===== config.mk =====
export PLATFORM = sky130hd
export DESIGN_NAME = traceBuilder
export DESIGN_NICKNAME = d
export VERILOG_FILES = /design/src/rtl/trcPkg.sv /design/src/rtl/trcDomainFilter.sv /design/src/rtl/trcCtrl.sv /design/src/rtl/trcDatapath.sv /design/src/rtl/traceBuilder.sv
export SDC_FILE = /design/constraint.sdc
export NUM_CORES = 1
export LEC_CHECK = 0
export BUFFER_PORTS_ARGS = -buffer_cell sky130_fd_sc_hd__buf_2
export CORE_UTILIZATION = 41
export DETAILED_ROUTE_END_ITERATION = 6
export GPL_TIMING_DRIVEN = 0
export PLACE_DENSITY_LB_ADDON = 0.1
export SLEW_MARGIN = 10
export SYNTH_ARGS = -nofsm -noshare
export SYNTH_HDL_FRONTEND = slang
export SYNTH_SLANG_ARGS = --single-unit
export TNS_END_PERCENT = 50

===== constraint.sdc =====
create_clock -name clk -period 7.4 [get_ports clk]
set_clock_uncertainty 0.2 [all_clocks]
set_input_delay 0.37 -clock clk [delete_from_list [all_inputs] [get_ports clk]]
set_output_delay 0.37 -clock clk [all_outputs]
set_load 0.05 [all_outputs]

===== src/rtl/trcPkg.sv =====
package trcPkg;
  localparam int CLS_W = 3;

  typedef enum logic [CLS_W-1:0] {
    CLS_ADDSUB  = 3'd0,
    CLS_LOGIC   = 3'd1,
    CLS_BRANCH  = 3'd2,
    CLS_ADDR    = 3'd3,
    CLS_MEMACC  = 3'd4,
    CLS_FLOAT   = 3'd5,
    CLS_SYSCALL = 3'd6,
    CLS_OTHER   = 3'd7
  } instClass_e;

  // control -> datapath strobes
  typedef struct packed {
    logic emitCur;   // publish the trace as it stood before this commit
    logic emitAdded; // publish the trace including this commit, then empty it
    logic restart;   // start from an empty trace
    logic append;    // add the committing instruction
  } trcStrobe_t;
endpackage


===== src/rtl/trcDomainFilter.sv =====
module trcDomainFilter
  import trcPkg::*;
(
  input  logic             clk,
  input  logic             rstN,
  input  logic             cfgWrite,
  input  logic [1:0]       cfgSel,
  input  logic             cfgInvert,
  input  logic             traceOpen,
  input  logic [CLS_W-1:0] cmtClass,
  output logic             eligible,
  output logic             isBranch
);
  logic [1:0] selQ;
  logic       invQ;
  logic [3:0] subsetMask;
  logic [3:0] domainMask;

  always_ff @(posedge clk) begin
    if (!rstN) begin
      selQ <= 2'd0;
      invQ <= 1'b0;
    end else if (cfgWrite && !traceOpen) begin
      selQ <= cfgSel;
      invQ <= cfgInvert;
    end
  end

  always_comb begin
    unique case (selQ)
      2'd0:    subsetMask = 4'b1111;
      2'd1:    subsetMask = 4'b0100;
      2'd2:    subsetMask = 4'b0001;
      default: subsetMask = 4'b1000;
    endcase
    domainMask = (invQ && selQ != 2'd0) ? (~subsetMask & 4'b1111) : subsetMask;
    eligible   = !cmtClass[2] && domainMask[cmtClass[1:0]];
    isBranch   = (cmtClass == CLS_BRANCH);
  end

  a_r3_cfg_locked: assert property (@(posedge clk) disable iff (!rstN)
    (traceOpen && cfgWrite) |=> ($stable(selQ) && $stable(invQ)));
endmodule


===== src/rtl/trcCtrl.sv =====
module trcCtrl
  import trcPkg::*;
#(
  parameter int LI_N   = 4,
  parameter int LO_N   = 4,
  parameter int INSN_N = 8,
  parameter int BR_N   = 2,
  localparam int LIC_W = $clog2(LI_N + 1),
  localparam int LOC_W = $clog2(LO_N + 1),
  localparam int INC_W = $clog2(INSN_N + 1),
  localparam int BRC_W = $clog2(BR_N + 1)
) (
  input  logic             clk,
  input  logic             rstN,
  input  logic             cmtValid,
  input  logic             eligible,
  input  logic             isBranch,
  input  logic [INC_W-1:0] curLen,
  input  logic [BRC_W-1:0] curBr,
  input  logic [LIC_W-1:0] curLi,
  input  logic [LOC_W-1:0] curLo,
  input  logic [1:0]       newLi,
  input  logic             newLo,
  output trcStrobe_t       stb
);
  logic isOpen;
  logic overflow;
  int   lenAfter;
  int   brAfter;

  always_comb begin
    stb      = '0;
    isOpen   = (curLen != '0);
    overflow = isOpen && ((int'(curLi) + int'(newLi) > LI_N) ||
                          (int'(curLo) + int'(newLo) > LO_N));
    lenAfter = 0;
    brAfter  = 0;
    if (cmtValid) begin
      if (!eligible) begin
        if (isOpen) begin
          stb.emitCur = 1'b1;
          stb.restart = 1'b1;
        end
      end else begin
        stb.append = 1'b1;
        if (overflow) begin
          stb.emitCur = 1'b1;
          stb.restart = 1'b1;
          lenAfter    = 1;
          brAfter     = int'(isBranch);
        end else begin
          lenAfter = int'(curLen) + 1;
          brAfter  = int'(curBr) + int'(isBranch);
        end
        if (lenAfter == INSN_N || (isBranch && brAfter == BR_N))
          stb.emitAdded = 1'b1;
      end
    end
  end

  a_r7_single_emit_source: assert property (@(posedge clk) disable iff (!rstN)
    !(stb.emitCur && stb.emitAdded));
  a_r4_excluded_never_joins: assert property (@(posedge clk) disable iff (!rstN)
    (cmtValid && !eligible) |-> !stb.append);
endmodule


===== src/rtl/trcDatapath.sv =====
module trcDatapath
  import trcPkg::*;
#(
  parameter int PC_W   = 16,
  parameter int DATA_W = 16,
  parameter int REG_W  = 5,
  parameter int LI_N   = 4,
  parameter int LO_N   = 4,
  parameter int INSN_N = 8,
  parameter int BR_N   = 2,
  localparam int LIC_W = $clog2(LI_N + 1),
  localparam int LOC_W = $clog2(LO_N + 1),
  localparam int INC_W = $clog2(INSN_N + 1),
  localparam int BRC_W = $clog2(BR_N + 1)
) (
  input  logic                     clk,
  input  logic                     rstN,
  input  trcStrobe_t               stb,
  input  logic [PC_W-1:0]          cmtPc,
  input  logic [PC_W-1:0]          cmtNextPc,
  input  logic                     isBranch,
  input  logic                     cmtTaken,
  input  logic                     srcAValid,
  input  logic [REG_W-1:0]         srcAIdx,
  input  logic [DATA_W-1:0]        srcAVal,
  input  logic                     srcBValid,
  input  logic [REG_W-1:0]         srcBIdx,
  input  logic [DATA_W-1:0]        srcBVal,
  input  logic                     dstValid,
  input  logic [REG_W-1:0]         dstIdx,
  input  logic [DATA_W-1:0]        dstVal,
  output logic [INC_W-1:0]         curLen,
  output logic [BRC_W-1:0]         curBr,
  output logic [LIC_W-1:0]         curLi,
  output logic [LOC_W-1:0]         curLo,
  output logic [1:0]               newLi,
  output logic                     newLo,
  output logic                     emitValid,
  output logic [PC_W-1:0]          emitStartPc,
  output logic [PC_W-1:0]          emitNextPc,
  output logic [INC_W-1:0]         emitLen,
  output logic [INSN_N-1:0]        emitBranchMap,
  output logic [INSN_N-1:0]        emitTakenMap,
  output logic [LI_N-1:0]          emitLiMask,
  output logic [LI_N*REG_W-1:0]    emitLiIdx,
  output logic [LI_N*DATA_W-1:0]   emitLiVal,
  output logic [LO_N-1:0]          emitLoMask,
  output logic [LO_N*REG_W-1:0]    emitLoIdx,
  output logic [LO_N*DATA_W-1:0]   emitLoVal
);
  // open trace
  logic [REG_W-1:0]  liIdx [LI_N];
  logic [DATA_W-1:0] liVal [LI_N];
  logic [REG_W-1:0]  loIdx [LO_N];
  logic [DATA_W-1:0] loVal [LO_N];
  logic [INSN_N-1:0] brMap, tkMap;
  logic [PC_W-1:0]   startPc, nextPc;

  // trace after this commit
  logic [REG_W-1:0]  nLiIdx [LI_N];
  logic [DATA_W-1:0] nLiVal [LI_N];
  logic [REG_W-1:0]  nLoIdx [LO_N];
  logic [DATA_W-1:0] nLoVal [LO_N];
  logic [LIC_W-1:0]  nLi;
  logic [LOC_W-1:0]  nLo;
  logic [INC_W-1:0]  nLen;
  logic [BRC_W-1:0]  nBr;
  logic [INSN_N-1:0] nBrMap, nTkMap;
  logic [PC_W-1:0]   nStartPc, nNextPc;

  // published entry
  logic [REG_W-1:0]  eLiIdx [LI_N];
  logic [DATA_W-1:0] eLiVal [LI_N];
  logic [REG_W-1:0]  eLoIdx [LO_N];
  logic [DATA_W-1:0] eLoVal [LO_N];
  logic [LIC_W-1:0]  eLi;
  logic [LOC_W-1:0]  eLo;

  logic aInLi, aInLo, bInLi, bInLo, newA, newB;
  logic gA, gB, gate;
  logic [LO_N-1:0] dstHitVec;

  // match the operands against the open trace
  always_comb begin
    aInLi = 1'b0; aInLo = 1'b0; bInLi = 1'b0; bInLo = 1'b0;
    dstHitVec = '0;
    for (int i = 0; i < LI_N; i++) begin
      if (LIC_W'(i) < curLi && liIdx[i] == srcAIdx) aInLi = 1'b1;
      if (LIC_W'(i) < curLi && liIdx[i] == srcBIdx) bInLi = 1'b1;
    end
    for (int j = 0; j < LO_N; j++) begin
      if (LOC_W'(j) < curLo && loIdx[j] == srcAIdx) aInLo = 1'b1;
      if (LOC_W'(j) < curLo && loIdx[j] == srcBIdx) bInLo = 1'b1;
      if (LOC_W'(j) < curLo && loIdx[j] == dstIdx)  dstHitVec[j] = 1'b1;
    end
    newA  = srcAValid && !aInLi && !aInLo;
    newB  = srcBValid && !bInLi && !bInLo && !(newA && srcBIdx == srcAIdx);
    newLi = {1'b0, newA} + {1'b0, newB};
    newLo = dstValid && (dstHitVec == '0);
  end

  // build the trace that results from this commit
  always_comb begin
    gate = !stb.restart;
    gA   = srcAValid && !(gate && (aInLi || aInLo));
    gB   = srcBValid && !(gate && (bInLi || bInLo)) && !(gA && srcBIdx == srcAIdx);
    for (int i = 0; i < LI_N; i++) begin
      nLiIdx[i] = gate ? liIdx[i] : '0;
      nLiVal[i] = gate ? liVal[i] : '0;
    end
    for (int j = 0; j < LO_N; j++) begin
      nLoIdx[j] = gate ? loIdx[j] : '0;
      nLoVal[j] = gate ? loVal[j] : '0;
    end
    nLi      = gate ? curLi   : '0;
    nLo      = gate ? curLo   : '0;
    nLen     = gate ? curLen  : '0;
    nBr      = gate ? curBr   : '0;
    nBrMap   = gate ? brMap   : '0;
    nTkMap   = gate ? tkMap   : '0;
    nStartPc = gate ? startPc : '0;
    nNextPc  = gate ? nextPc  : '0;
    if (stb.append) begin
      if (gA) begin
        for (int i = 0; i < LI_N; i++)
          if (LIC_W'(i) == nLi) begin nLiIdx[i] = srcAIdx; nLiVal[i] = srcAVal; end
        nLi = nLi + 1'b1;
      end
      if (gB) begin
        for (int i = 0; i < LI_N; i++)
          if (LIC_W'(i) == nLi) begin nLiIdx[i] = srcBIdx; nLiVal[i] = srcBVal; end
        nLi = nLi + 1'b1;
      end
      if (dstValid) begin
        if (gate && dstHitVec != '0) begin
          for (int j = 0; j < LO_N; j++)
            if (dstHitVec[j]) nLoVal[j] = dstVal;
        end else begin
          for (int j = 0; j < LO_N; j++)
            if (LOC_W'(j) == nLo) begin nLoIdx[j] = dstIdx; nLoVal[j] = dstVal; end
          nLo = nLo + 1'b1;
        end
      end
      for (int p = 0; p < INSN_N; p++)
        if (INC_W'(p) == nLen) begin
          nBrMap[p] = isBranch;
          nTkMap[p] = isBranch && cmtTaken;
        end
      if (nLen == '0) nStartPc = cmtPc;
      nNextPc = cmtNextPc;
      nLen    = nLen + 1'b1;
      nBr     = nBr + BRC_W'(isBranch);
    end
  end

  always_ff @(posedge clk) begin
    if (!rstN || stb.emitAdded) begin
      for (int i = 0; i < LI_N; i++) begin liIdx[i] <= '0; liVal[i] <= '0; end
      for (int j = 0; j < LO_N; j++) begin loIdx[j] <= '0; loVal[j] <= '0; end
      curLi <= '0; curLo <= '0; curLen <= '0; curBr <= '0;
      brMap <= '0; tkMap <= '0; startPc <= '0; nextPc <= '0;
    end else begin
      liIdx <= nLiIdx; liVal <= nLiVal; loIdx <= nLoIdx; loVal <= nLoVal;
      curLi <= nLi; curLo <= nLo; curLen <= nLen; curBr <= nBr;
      brMap <= nBrMap; tkMap <= nTkMap; startPc <= nStartPc; nextPc <= nNextPc;
    end
  end

  always_ff @(posedge clk) begin
    if (!rstN) begin
      emitValid <= 1'b0;
      for (int i = 0; i < LI_N; i++) begin eLiIdx[i] <= '0; eLiVal[i] <= '0; end
      for (int j = 0; j < LO_N; j++) begin eLoIdx[j] <= '0; eLoVal[j] <= '0; end
      eLi <= '0; eLo <= '0; emitLen <= '0;
      emitBranchMap <= '0; emitTakenMap <= '0; emitStartPc <= '0; emitNextPc <= '0;
    end else begin
      emitValid <= stb.emitCur || stb.emitAdded;
      if (stb.emitCur) begin
        eLiIdx <= liIdx; eLiVal <= liVal; eLoIdx <= loIdx; eLoVal <= loVal;
        eLi <= curLi; eLo <= curLo; emitLen <= curLen;
        emitBranchMap <= brMap; emitTakenMap <= tkMap;
        emitStartPc <= startPc; emitNextPc <= nextPc;
      end else if (stb.emitAdded) begin
        eLiIdx <= nLiIdx; eLiVal <= nLiVal; eLoIdx <= nLoIdx; eLoVal <= nLoVal;
        eLi <= nLi; eLo <= nLo; emitLen <= nLen;
        emitBranchMap <= nBrMap; emitTakenMap <= nTkMap;
        emitStartPc <= nStartPc; emitNextPc <= nNextPc;
      end
    end
  end

  for (genvar i = 0; i < LI_N; i++) begin : g_liOut
    assign emitLiIdx[i*REG_W +: REG_W]   = eLiIdx[i];
    assign emitLiVal[i*DATA_W +: DATA_W] = eLiVal[i];
    assign emitLiMask[i]                 = LIC_W'(i) < eLi;
  end
  for (genvar j = 0; j < LO_N; j++) begin : g_loOut
    assign emitLoIdx[j*REG_W +: REG_W]   = eLoIdx[j];
    assign emitLoVal[j*DATA_W +: DATA_W] = eLoVal[j];
    assign emitLoMask[j]                 = LOC_W'(j) < eLo;
  end

  a_r8_len_below_limit: assert property (@(posedge clk) disable iff (!rstN)
    curLen < INC_W'(INSN_N));
  a_r9_branches_below_limit: assert property (@(posedge clk) disable iff (!rstN)
    curBr < BRC_W'(BR_N));
  a_r5_li_within_slots: assert property (@(posedge clk) disable iff (!rstN)
    curLi <= LIC_W'(LI_N));
  a_r6_lo_within_slots: assert property (@(posedge clk) disable iff (!rstN)
    curLo <= LOC_W'(LO_N));
  a_r12_no_empty_emit: assert property (@(posedge clk) disable iff (!rstN)
    emitValid |-> emitLen != '0);
  a_r10_taken_only_on_branch: assert property (@(posedge clk) disable iff (!rstN)
    emitValid |-> ((emitTakenMap & ~emitBranchMap) == '0));
endmodule


===== src/rtl/traceBuilder.sv =====
module traceBuilder
  import trcPkg::*;
#(
  parameter int PC_W   = 16,
  parameter int DATA_W = 16,
  parameter int REG_W  = 5,
  parameter int LI_N   = 4,
  parameter int LO_N   = 4,
  parameter int INSN_N = 8,
  parameter int BR_N   = 2
) (
  input  logic                        clk,
  input  logic                        rstN,
  input  logic                        cfgWrite,
  input  logic [1:0]                  cfgSel,
  input  logic                        cfgInvert,
  input  logic                        cmtValid,
  input  logic [PC_W-1:0]             cmtPc,
  input  logic [PC_W-1:0]             cmtNextPc,
  input  logic [2:0]                  cmtClass,
  input  logic                        cmtTaken,
  input  logic                        srcAValid,
  input  logic [REG_W-1:0]            srcAIdx,
  input  logic [DATA_W-1:0]           srcAVal,
  input  logic                        srcBValid,
  input  logic [REG_W-1:0]            srcBIdx,
  input  logic [DATA_W-1:0]           srcBVal,
  input  logic                        dstValid,
  input  logic [REG_W-1:0]            dstIdx,
  input  logic [DATA_W-1:0]           dstVal,
  output logic                        traceOpen,
  output logic                        emitValid,
  output logic [PC_W-1:0]             emitStartPc,
  output logic [PC_W-1:0]             emitNextPc,
  output logic [$clog2(INSN_N+1)-1:0] emitLen,
  output logic [INSN_N-1:0]           emitBranchMap,
  output logic [INSN_N-1:0]           emitTakenMap,
  output logic [LI_N-1:0]             emitLiMask,
  output logic [LI_N*REG_W-1:0]       emitLiIdx,
  output logic [LI_N*DATA_W-1:0]      emitLiVal,
  output logic [LO_N-1:0]             emitLoMask,
  output logic [LO_N*REG_W-1:0]       emitLoIdx,
  output logic [LO_N*DATA_W-1:0]      emitLoVal
);
  localparam int LIC_W = $clog2(LI_N + 1);
  localparam int LOC_W = $clog2(LO_N + 1);
  localparam int INC_W = $clog2(INSN_N + 1);
  localparam int BRC_W = $clog2(BR_N + 1);

  logic             eligible, isBranch, newLo;
  logic [1:0]       newLi;
  logic [INC_W-1:0] curLen;
  logic [BRC_W-1:0] curBr;
  logic [LIC_W-1:0] curLi;
  logic [LOC_W-1:0] curLo;
  trcStrobe_t       stb;

  assign traceOpen = (curLen != '0);

  trcDomainFilter u_filter (
    .clk, .rstN, .cfgWrite, .cfgSel, .cfgInvert, .traceOpen,
    .cmtClass, .eligible, .isBranch
  );

  trcCtrl #(.LI_N(LI_N), .LO_N(LO_N), .INSN_N(INSN_N), .BR_N(BR_N)) u_ctrl (
    .clk, .rstN, .cmtValid, .eligible, .isBranch,
    .curLen, .curBr, .curLi, .curLo, .newLi, .newLo, .stb
  );

  trcDatapath #(
    .PC_W(PC_W), .DATA_W(DATA_W), .REG_W(REG_W),
    .LI_N(LI_N), .LO_N(LO_N), .INSN_N(INSN_N), .BR_N(BR_N)
  ) u_dp (
    .clk, .rstN, .stb, .cmtPc, .cmtNextPc, .isBranch, .cmtTaken,
    .srcAValid, .srcAIdx, .srcAVal, .srcBValid, .srcBIdx, .srcBVal,
    .dstValid, .dstIdx, .dstVal,
    .curLen, .curBr, .curLi, .curLo, .newLi, .newLo,
    .emitValid, .emitStartPc, .emitNextPc, .emitLen,
    .emitBranchMap, .emitTakenMap,
    .emitLiMask, .emitLiIdx, .emitLiVal,
    .emitLoMask, .emitLoIdx, .emitLoVal
  );

  a_r13_idle_after_reset: assert property (@(posedge clk)
    $past(!rstN) |-> (!emitValid && !traceOpen));
endmodule


==> qor.csv <==
stage;metric;value;unit
status;status;finished, violations left;
status;violations;DRC;
timing;finalSetupViolCount;0;
power_and_ir_drop;powerDensity;220;nW/µm²
worst_setup_path;crit_arrival;7.41;ns
synth;synthFlopType;dfxtp_1;
drt;top_layer;met4;
clock_network;cts_tree;done;
timing;rsz0062_at_grt;no;
synth;yosysUniqueCellTypes;87;
place;dp_hpwl;65.9;mm
power_and_ir_drop;combPwrFrac;12.9;%
synth;synth_nets;2652;
synth;yosysMostFrequentCell;dfxtp_1;
layout;area_delta_synth_final;22.8;%
synth;synth_top_area_share;42.7;%
clock_network;numCtsBuffers;51;
synth;syn-cell-area;21500;µm²
synth;synth_cells;2521;
worst_setup_path;start_kind;flip-flop;
drt;drtPass1Iterations;7;
drt;drtIter0Drc;2441;
global_routing;grt_max_degree;20;
synth;synth_area_leaders;dfxtp_1 (43%), nor2_1 (5.4%), nand2_1 (4.2%);
global_routing;grtUsageTotal;32.5;%
clock_network;clock_latency;0.60;ns
worst_setup_path;worstPathRequired;7.72;ns
timing;holdWs;0.0344;ns
synth;synth_commonest_cells;dfxtp_1 (458), nor2_1 (310), nand2_1 (241);
floorplan;rows;83;
floorplan;dieHeight;231;µm
worst_setup_path;end_kind;flip-flop;
clock_network;clk_path_buf_depth;3;
drt;wl_met1;36.2;mm
synth;yosysWarningCount;0;
layout;fin_nets;3110;
layout;drive_above_1_share;19.6;%
power_and_ir_drop;p_switching;1.63;mW
power_and_ir_drop;clock_power_share;43.2;%
layout;final_area;26400;µm²
job;max-cap-violations;0;
drt;wirelength;89.4;mm
timing;tightestPinTransition;1.13;ns
global_routing;first_global_vias;21300;
synth;synth-async-reset-ratio;0;%
floorplan;initial_core_util;41.7;%
clock_network;h-tree-depth;2;
timing;fmax;141;MHz
power_and_ir_drop;p_total;5.79;mW
drt;viasPerCell;6.04;
synth;synth_edf_count;0;
power_and_ir_drop;p_leak;10.3;nW
clock_network;clk_pin_slew;0.06;ns
timing;maxSlewHeadroom;24.0;%
clock_network;cts.sinks;458;
timing;slew_violations;0;
floorplan;die-area;53300;µm²
synth;synth_top_area_cell;dfxtp_1;
drt;via_count;22300;
floorplan;die_x;231;µm
floorplan;core-area;51500;µm²
power_and_ir_drop;intPower;4.16;mW
drt;wire_per_inst;24.2;µm
clock_network;clockRootBuffer;clkbuf_16;
global_routing;antenna_found_initial;3;
worst_setup_path;cp_max_fo;19;
timing;fin_ws;0.314;ns
drt;wl_met3;8.23;mm
global_routing;overflow;0;
place;gp_congestion;0.951;
floorplan;ios;339;
drt;ant_nets;0;
timing;hold_viol;0;
power_and_ir_drop;seqPwrFrac;43.9;%
drt;dr_wl_met2;41.6;mm
power_and_ir_drop;vdd.ir_drop.worst;0.178;mV
place;place_ws;-1.22;ns
place;placed_cell_area;24000;µm²
hold_path;hp-class;in -> reg;
power_and_ir_drop;switching_share;28.1;%
timing;final.period_utilization;95.8;%
synth;yosysSeqAreaShare;42.7;%
synth;ys_ff_latch;458;
worst_setup_path;worstSetupPathType;reg -> reg;
timing;layout_min_cycle_time;7.09;ns
drt;drc_errors;1;
place;io_buffers;328;
global_routing;grt_pass1_wl;133;mm
synth;avgSynthCellArea;8.51;µm²
area by class of cell:
class                           count  area (µm²)
Fill cell                        5041       25100
Multi-Input combinational cell   1768       11000
Sequential cell                   458        9170
Timing Repair Buffer              407        2430
Clock buffer                       67        1420
Buffer                            251        1200
Tap cell                          680         851
Clock inverter                     15         175
Inverter                           42         160
Antenna cell                        2        5.00
power groups by stage:
| stage | logic [mW] | registers, mW | clock network (mW) |
|---|---|---|---|
| after CTS | 0.734 | 2.54 | 2.53 |
| after global routing | 0.791 | 2.54 | 2.63 |
| final | 0.750 | 2.54 | 2.50 |
| after global placement | 0.693 | 2.59 | 0 |
| after detailed placement | 0.700 | 2.59 | 0 |
| after floorplan | 0.400 | 2.61 | 0 |
placed cells by master, fill, tap and decap left out, types with 9 or more instances in the layout:
master         synthesis  routed
inv_1                 40      40
xor2_1                54      54
and2_1                16      16
buf_2                 76     401
buf_6                 14      14
a31oi_1               75      75
clkbuf_16              0      51
ha_1                  21      21
a22oi_1              113     113
a221oi_1              20      20
a221o_1               21      21
a32oi_1               43      42
o21ai_0               61      61
clkbuf_1             123     128
nand2_1              241     241
nand4_1               17      17
nor2_1               310     309
nor3_1                56      54
nor4_1                 9       9
a21bo_2               14      14
and3_1                17      17
nand3_1              111     111
o21a_1                20      20
a211oi_1               9       9
o22ai_1               24      24
dfxtp_1              458     458
dlygate4sd3_1          0      78
xnor2_1               59      59
o2bb2ai_1             48      48
a21oi_1              175     175
buf_1                 23      23
buf_4                 12      14
mux2i_1               12      12
a31oi_2               11      11
o21ai_1               37      37
a222oi_1              68      68
stage by stage:
stage                     TNS [ns]  std cells  utilization [%]
final                            0       3690             51.2
after global routing             0       3690             51.2
after CTS                        0       3688             51.1
after detailed placement   -199.16       3529             46.5
after global placement     -186.03       3529             46.5
after floorplan                  0       2521                -
cells by family after synthesis:
family / share of synthesized area (%)
XOR/XNOR: 4.61
buffers and inverters: 6.34
adder cells (fa/ha/maj): 1.32
AND/OR/NAND/NOR: 17.1
flip-flops: 42.7
AO/OA/AOI/OAI: 27.3
multiplexers: 0.612
layer usage:
layer  track usage [%]  up-vias
met5                 0        -
met4              12.6        0
met3              6.09      194
met2              53.3     1182
met1              42.2    10800
li1                  -    10100
worst max-delay path: stages (launching register included):
cell and delay [ns]:
dfxtp_1 0.34, buf_2 0.22, nor2_1 0.28, nor3_1 0.15, nor4_4 0.36, nand3_2 0.25
inv_4 0.16, buf_6 0.19, a211oi_1 0.12, fa_1 0.41, ha_1 0.29, o22ai_1 0.14
a21oi_1 0.07, nor3_2 0.35, a21boi_4 0.42, or2_4 0.22, buf_6 0.28, buf_4 0.37
and3_1 0.20, ha_1 0.27, o22a_1 0.20, ha_1 0.23, and3_1 0.16, buf_6 0.14
a21o_1 0.15, a21oi_1 0.32, clkbuf_4 0.34, o2bb2ai_1 0.14
flip-flops by register name, indices dropped and copies added (netlist names), 4 cells and up:
name and cells:
u_dp.brMap 8, u_dp.curLen 4, u_dp.emitBranchMap 8, u_dp.emitLen 4, u_dp.emitLiIdx 20, u_dp.emitLiVal 64, u_dp.emitLoIdx 20, u_dp.emitLoVal 64
u_dp.emitNextPc 16, u_dp.emitStartPc 16, u_dp.emitTakenMap 8, u_dp.liIdx 20, u_dp.liVal 64, u_dp.loIdx 20, u_dp.loVal 64, u_dp.nextPc 16
u_dp.startPc 16, u_dp.tkMap 8
repair_timing:
| action | CTS | global route |
|---|---|---|
| endpoints found under the setup margin | 248 | 136 |
| buffers inserted | 0 | 1 |
| hold buffers | 78 | 0 |
| gates resized for setup | 5 | 9 |
| endpoints found under the hold margin | 174 | 0 |
final timing paths:
kind | startpoint | endpoint | slack [ns] | cells after the start
min | srcAVal[9] | u_dp.liVal[41]$_SDFF_PP0_ | 0.03 | 3
max reg2reg | u_dp.curLi[2]$_SDFF_PP0_ | u_dp.liIdx[3]$_SDFF_PP0_ | 0.31 | 27
min reg2reg | u_dp.emitNextPc[7]$_SDFFE_PN0P_ | u_dp.emitNextPc[7]$_SDFFE_PN0P_ | 0.25 | 2
max | u_dp.curLi[2]$_SDFF_PP0_ | u_dp.liIdx[3]$_SDFF_PP0_ | 0.31 | 27
Note: power is estimated with default switching activity, not from simulation.
